===== config.mk =====
export PLATFORM = sky130hd
export DESIGN_NAME = adcs_top
export DESIGN_NICKNAME = d
export VERILOG_FILES = /design/src/rtl/adcs_pkg.sv /design/src/rtl/adcs_edge_sync.sv /design/src/rtl/adcs_ctrl_port.sv /design/src/rtl/adcs_conv_engine.sv /design/src/rtl/adcs_readout_lane.sv /design/src/rtl/adcs_top.sv
export SDC_FILE = /design/constraint.sdc
export NUM_CORES = 1
export LEC_CHECK = 0
export CAP_MARGIN = 40
export CORE_MARGIN = 4
export CORE_UTILIZATION = 60
export DETAILED_ROUTE_END_ITERATION = 10
export GPL_ROUTABILITY_DRIVEN = 1
export GPL_TIMING_DRIVEN = 1
export HOLD_SLACK_MARGIN = 0.06
export PLACE_DENSITY_LB_ADDON = 0.2
export SLEW_MARGIN = 10
export SYNTH_ARGS = -nofsm -noshare
export SYNTH_HDL_FRONTEND = slang
export SYNTH_SLANG_ARGS = --single-unit

===== constraint.sdc =====
create_clock -name clk -period 5.6 [get_ports clk]
set_clock_uncertainty 0.2 [all_clocks]
set_input_delay 1.12 -clock clk [delete_from_list [all_inputs] [get_ports clk]]
set_output_delay 1.12 -clock clk [all_outputs]
set_load 0.01 [all_outputs]

===== src/rtl/adcs_pkg.sv =====
`timescale 1ns / 1ps
package adcs_pkg;
  localparam int CTRL_W      = 32;
  localparam int SMP_W       = 16;
  localparam int LANES       = 3;
  localparam int CH_PER_LANE = 2;
  localparam int LANE_W      = SMP_W * CH_PER_LANE;
  localparam int BYTE_W      = 8;
  localparam logic [CTRL_W-1:0] CTRL_RST = 32'h0000_03FF;
  localparam int B_XCLK   = 11;
  localparam int B_STMODE = 21;
  localparam int B_STPOL  = 20;
endpackage


===== src/rtl/adcs_edge_sync.sv =====
`timescale 1ns / 1ps
module adcs_edge_sync #(
  parameter int               W       = 1,
  parameter int               STAGES  = 2,
  parameter logic [W-1:0]     RST_VAL = '0
) (
  input  logic         clk,
  input  logic         rst,
  input  logic [W-1:0] din,
  output logic [W-1:0] level,
  output logic [W-1:0] rise,
  output logic [W-1:0] fall
);
  logic [W-1:0] chain [STAGES];
  logic [W-1:0] prev;

  always_ff @(posedge clk) begin
    if (rst) begin
      for (int s = 0; s < STAGES; s++) chain[s] <= RST_VAL;
      prev <= RST_VAL;
    end else begin
      chain[0] <= din;
      for (int s = 1; s < STAGES; s++) chain[s] <= chain[s-1];
      prev <= chain[STAGES-1];
    end
  end

  assign level = chain[STAGES-1];
  assign rise  = level & ~prev;
  assign fall  = ~level & prev;
endmodule


===== src/rtl/adcs_ctrl_port.sv =====
`timescale 1ns / 1ps
module adcs_ctrl_port
  import adcs_pkg::*;
#(
  parameter int CW = CTRL_W,
  parameter int BW = BYTE_W
) (
  input  logic          clk,
  input  logic          rst,
  input  logic          frame_start,
  input  logic          frame_end,
  input  logic          in_frame,
  input  logic          bit_strobe,
  input  logic          bit_in,
  output logic [CW-1:0] ctrl
);
  localparam int NW = $clog2(CW + 2);
  localparam logic [NW-1:0] N_FULL = NW'(CW);
  localparam logic [NW-1:0] N_BYTE = NW'(BW);
  localparam logic [NW-1:0] N_MAX  = '1;

  logic [CW-1:0] shreg;
  logic [NW-1:0] nbits;

  always_ff @(posedge clk) begin
    if (rst) begin
      shreg <= '0;
      nbits <= '0;
    end else if (frame_start) begin
      shreg <= '0;
      nbits <= '0;
    end else if (in_frame && bit_strobe) begin
      shreg <= {shreg[CW-2:0], bit_in};
      if (nbits != N_MAX) nbits <= nbits + 1'b1;
    end
  end

  always_ff @(posedge clk) begin
    if (rst) begin
      ctrl <= CTRL_RST;
    end else if (frame_end && in_frame) begin
      if (nbits == N_FULL)      ctrl <= shreg;
      else if (nbits == N_BYTE) ctrl[CW-1 -: BW] <= shreg[BW-1:0];
    end
  end
endmodule


===== src/rtl/adcs_conv_engine.sv =====
`timescale 1ns / 1ps
module adcs_conv_engine #(
  parameter int CONV_LEN = 19
) (
  input  logic clk,
  input  logic rst,
  input  logic start,
  input  logic use_ext,
  input  logic ext_tick,
  output logic busy,
  output logic done
);
  localparam int CNW = $clog2(CONV_LEN + 1);
  localparam logic [CNW-1:0] LAST = CNW'(CONV_LEN - 1);

  logic [CNW-1:0] cnt;
  logic           tick;

  assign tick = use_ext ? ext_tick : 1'b1;
  assign done = busy && tick && (cnt == LAST);

  always_ff @(posedge clk) begin
    if (rst) begin
      busy <= 1'b0;
      cnt  <= '0;
    end else if (!busy) begin
      if (start) begin
        busy <= 1'b1;
        cnt  <= '0;
      end
    end else if (done) begin
      busy <= 1'b0;
      cnt  <= '0;
    end else if (tick) begin
      cnt <= cnt + 1'b1;
    end
  end
endmodule


===== src/rtl/adcs_readout_lane.sv =====
`timescale 1ns / 1ps
module adcs_readout_lane #(
  parameter int W = 32
) (
  input  logic         clk,
  input  logic         rst,
  input  logic         load,
  input  logic         shift,
  input  logic         active,
  input  logic [W-1:0] word,
  output logic         sdo
);
  logic [W-1:0] shreg;

  always_ff @(posedge clk) begin
    if (rst)        shreg <= '0;
    else if (load)  shreg <= word;
    else if (shift) shreg <= {shreg[W-2:0], 1'b0};
  end

  assign sdo = active & shreg[W-1];
endmodule


===== src/rtl/adcs_top.sv =====
`timescale 1ns / 1ps
module adcs_top
  import adcs_pkg::*;
#(
  parameter int CONV_LEN    = 19,
  parameter int SYNC_STAGES = 2
) (
  input  logic              clk,
  input  logic              rst,
  input  logic              conv_start,
  input  logic              ext_clk,
  input  logic              frame_n,
  input  logic              sck,
  input  logic              sdin,
  input  logic [SMP_W-1:0]  smp_a0,
  input  logic [SMP_W-1:0]  smp_a1,
  input  logic [SMP_W-1:0]  smp_b0,
  input  logic [SMP_W-1:0]  smp_b1,
  input  logic [SMP_W-1:0]  smp_c0,
  input  logic [SMP_W-1:0]  smp_c1,
  output logic              status_out,
  output logic              sdo_a,
  output logic              sdo_b,
  output logic              sdo_c,
  output logic [CTRL_W-1:0] ctrl_reg
);
  localparam int NIN   = 5;
  localparam int I_CS  = 0;
  localparam int I_XC  = 1;
  localparam int I_FR  = 2;
  localparam int I_SCK = 3;
  localparam int I_SDI = 4;
  localparam int RES_W = LANES * LANE_W;
  localparam logic [NIN-1:0] SYNC_RST = NIN'(1) << I_FR;

  logic [NIN-1:0] in_lvl, in_rise, in_fall;

  adcs_edge_sync #(.W(NIN), .STAGES(SYNC_STAGES), .RST_VAL(SYNC_RST)) u_sync (
    .clk   (clk),
    .rst   (rst),
    .din   ({sdin, sck, frame_n, ext_clk, conv_start}),
    .level (in_lvl),
    .rise  (in_rise),
    .fall  (in_fall)
  );

  logic frame_start, frame_end, start_rise;
  assign frame_start = in_fall[I_FR];
  assign frame_end   = in_rise[I_FR];
  assign start_rise  = in_rise[I_CS];

  logic unused_edges;
  assign unused_edges = ^{in_lvl[I_CS], in_lvl[I_XC], in_lvl[I_FR], in_lvl[I_SCK],
                          in_fall[I_CS], in_fall[I_XC], in_rise[I_SDI], in_fall[I_SDI]};

  logic frame_active;
  always_ff @(posedge clk) begin
    if (rst)              frame_active <= 1'b0;
    else if (frame_start) frame_active <= 1'b1;
    else if (frame_end)   frame_active <= 1'b0;
  end

  adcs_ctrl_port #(.CW(CTRL_W), .BW(BYTE_W)) u_ctrl (
    .clk         (clk),
    .rst         (rst),
    .frame_start (frame_start),
    .frame_end   (frame_end),
    .in_frame    (frame_active),
    .bit_strobe  (in_rise[I_SCK]),
    .bit_in      (in_lvl[I_SDI]),
    .ctrl        (ctrl_reg)
  );

  logic busy_q, conv_done;
  adcs_conv_engine #(.CONV_LEN(CONV_LEN)) u_conv (
    .clk      (clk),
    .rst      (rst),
    .start    (start_rise),
    .use_ext  (ctrl_reg[B_XCLK]),
    .ext_tick (in_rise[I_XC]),
    .busy     (busy_q),
    .done     (conv_done)
  );

  logic [RES_W-1:0] res_flat;
  always_ff @(posedge clk) begin
    if (rst)            res_flat <= '0;
    else if (conv_done) res_flat <= {smp_a0, smp_a1, smp_b0, smp_b1, smp_c0, smp_c1};
  end

  logic int_flag;
  always_ff @(posedge clk) begin
    if (rst)                            int_flag <= 1'b0;
    else if (conv_done)                 int_flag <= 1'b1;
    else if (frame_start || start_rise) int_flag <= 1'b0;
  end

  always_comb begin
    if (ctrl_reg[B_STMODE]) status_out = ctrl_reg[B_STPOL] ? int_flag : ~int_flag;
    else                    status_out = ctrl_reg[B_STPOL] ? ~busy_q : busy_q;
  end

  logic [LANES-1:0] sdo_v;
  for (genvar l = 0; l < LANES; l++) begin : g_lane
    adcs_readout_lane #(.W(LANE_W)) u_lane (
      .clk    (clk),
      .rst    (rst),
      .load   (frame_start),
      .shift  (frame_active && in_fall[I_SCK]),
      .active (frame_active),
      .word   (res_flat[(LANES-1-l)*LANE_W +: LANE_W]),
      .sdo    (sdo_v[l])
    );
  end

  assign sdo_a = sdo_v[0];
  assign sdo_b = sdo_v[1];
  assign sdo_c = sdo_v[2];
endmodule


==> flow_metrics.env <==
export IMPL_vdd_drop_max_mv=0.258
export IMPL_clock_sinks=284
export IMPL_grt_pass1_vias=8195
export IMPL_place_congestion=0.794
export IMPL_synth_flop_cell="dfxtp_1"
export IMPL_route_detailed_drc=0
export IMPL_cts_buffers=28
export IMPL_regArea_sq_um=5690
export IMPL_routed_via_density=5.37
export IMPL_grt_max_degree=247
export IMPL_clkSlewWorstSetupHoldPaths_ns=0.06
export IMPL_syn_inst=1256
export IMPL_rows=49
export IMPL_multiInputGateArea_sq_um=5180
export IMPL_relSlewSlack=0.311
export IMPL_die_w_um=145
export IMPL_clock_latency_ns=0.53
export IMPL_antenna_left=0
export IMPL_gr_total_overflow=0
export IMPL_fp_coreArea_sq_um=18300
export IMPL_layout_setup_ws_ns=2.38
export IMPL_dieArea_sq_um=21100
export IMPL_start_util=0.620
export IMPL_die_h_um=145
export IMPL_yosysUniqueCellTypes=40
export IMPL_cts_resized=0
export IMPL_hold_slack_ns=0.211
export IMPL_fin_crit_ns=3.22
export IMPL_cts_buffer_depth=3
export IMPL_antenna_found_initial=0
export IMPL_hold_viol=0
export IMPL_final_nets=1455
export IMPL_critPathMaxFanout=8
export IMPL_ys_warn_count=0
export IMPL_pre_cts_slack_ns=2.92
export IMPL_fin_setup_tns_ns=0
export IMPL_worstMarginPinSlew_ns=1.03
export IMPL_cts_tree="done"
export IMPL_period_share=0.576
export IMPL_critPathCaptureType="primary output"
export IMPL_largestRegisters="g_lane.u_lane.shreg x96, res_flat x96"
export IMPL_dp_hpwl_mm=13.8
export IMPL_grt_pass1_wl_mm=38.9
export IMPL_cts_htree_levels=1
export IMPL_finalSetupViolCount=0
export IMPL_drt_pass1_iter_count=4
export IMPL_slew_viol_final=0
export IMPL_drt_iter0_markers=542
export IMPL_grt_total_usage=0.210
export IMPL_diodes=0
export IMPL_ioPinCount=139
export IMPL_synth_seq_cells=284
export IMPL_hold_class="reg2reg"
export IMPL_ys_seq_area_frac=0.502
export IMPL_fin_area_sq_um=13600
export IMPL_crit_arrival_ns=1.90
export IMPL_avgSynthCellArea_sq_um=9.02
export IMPL_required_ns=4.28
export IMPL_critPathLaunchType="flip-flop"
export IMPL_synth_nets=1365
export IMPL_leakagePower_nw=4.86
export IMPL_synth_edff_count=0
export IMPL_status="finished clean"
export IMPL_timing_fmax_mhz=310
export IMPL_critPathKind="reg2out"
export IMPL_wire_per_inst_um=14.3
export IMPL_drive_gt1_frac=0.121
export IMPL_drv_cap=0
export IMPL_place_area_sq_um=12700
export IMPL_rsz0062_at_grt="false"
export IMPL_power_density_nw_per_um2=289
export IMPL_fillers=1374
export IMPL_synthArstFlopShare=0
export IMPL_cts_setup_buffers=0
export IMPL_syn2layout_area_growth_pct=20.3
export IMPL_vias=8582
export IMPL_netlist_area_sq_um=11300
export IMPL_cts_hold_buffers=0
export IMPL_port_buffers=138
export IMPL_clock_tree_root_cell="clkbuf_16"
export IMPL_routed_wl_mm=22.8
cells by family after synthesis:
family | Yosys count | synth area share
AO/OA/AOI/OAI | 171 | 0.0815
XOR/XNOR | 6 | 0.00464
adder cells (fa/ha/maj) | 6 | 0.00663
flip-flops | 284 | 0.502
AND/OR/NAND/NOR | 499 | 0.185
multiplexers | 189 | 0.177
buffers and inverters | 101 | 0.0429
Yosys cell counts (2+ instances only):
| cell type | number | area, sq um |
|---|---|---|
| buf_4 | 2 | 15.0 |
| nand3_1 | 9 | 45.0 |
| xnor2_1 | 4 | 35.0 |
| or3_1 | 2 | 12.5 |
| nor2b_1 | 12 | 75.1 |
| buf_1 | 4 | 15.0 |
| buf_2 | 28 | 140 |
| a41oi_1 | 2 | 17.5 |
| nand2_1 | 328 | 1230 |
| a21oi_1 | 151 | 756 |
| a31oi_1 | 3 | 18.8 |
| mux2i_1 | 96 | 961 |
| nor3_4 | 2 | 32.5 |
| inv_1 | 10 | 37.5 |
| and2_1 | 4 | 25.0 |
| xor2_1 | 2 | 17.5 |
| dfxtp_1 | 284 | 5690 |
| a311oi_1 | 10 | 87.6 |
| nand3b_1 | 16 | 120 |
| nand2b_1 | 2 | 12.5 |
| or2_2 | 5 | 31.3 |
| ha_1 | 6 | 75.1 |
| o21ai_0 | 2 | 10.0 |
| buf_6 | 7 | 78.8 |
| nor2_1 | 109 | 409 |
| nand4_1 | 2 | 12.5 |
| clkbuf_1 | 49 | 184 |
| mux2_2 | 93 | 1050 |
layout make-up:
| class | count | area share |
|---|---|---|
| clock buffers | 40 | 0.0600 |
| flip-flops and latches | 284 | 0.417 |
| multi-input cells | 871 | 0.380 |
| repair buffers | 151 | 0.114 |
| well taps | 229 | 0.0210 |
| inverters | 10 | 0.00275 |
| clock inverters | 12 | 0.00459 |
placed cells by master, fill, tap and decap left out, types with 6 or more instances in the layout:
cell	instances
mux2i_1	96
nor2b_1	12
clkdlybuf4s50_1	137
buf_4	7
clkinv_2	11
dfxtp_1	284
a311oi_1	10
nand2_1	328
mux2_2	93
nand3b_1	16
clkbuf_16	29
a21oi_1	151
nor2_1	109
inv_1	10
clkbuf_1	6
nand3_1	9
where the power goes:
group / internal (mW) / total, mW / switching, mW
logic: 0.0843 / 0.149 / 0.0650
clock network: 1.01 / 1.76 / 0.746
registers: 2.03 / 2.03 / 0.00373
total: 3.12 / 3.94 / 0.815
path summary, 6_finish.rpt:
check / endpoint / start / cells past startpoint / slack, ns
max reg2reg: g_lane[2].u_lane.shreg[20] / frame_active / 6 / 2.88
max: status_out / u_conv.busy / 3 / 2.38
min reg2reg: u_sync.chain[0][7] / u_sync.chain[0][2] / 1 / 0.21
min: u_sync.chain[0][7] / u_sync.chain[0][2] / 1 / 0.21
per-layer routing:
layer,track usage,up-vias,part of all wire
li1,-,4373,-
met5,0,-,0
met3,0.0355,30,0.048
met4,0.0437,0,0.014
met1,0.279,3997,0.45
met2,0.363,182,0.49
through the flow:
stage / power, mW / util / instances
floorplan: 2.13 / - / 1256
global placement: 2.22 / 0.692 / 1540
detailed placement: 2.22 / 0.698 / 1545
CTS: 3.98 / 0.746 / 1597
global route: 4.08 / 0.746 / 1597
finish: 3.94 / 0.746 / 1597
critical path: stages (launching register included):
cell and delay (ns):
dfxtp_1 0.49, mux2i_1 0.18, xnor2_1 0.16, clkdlybuf4s50_1 0.55
(Power assumes the default switching activity.)
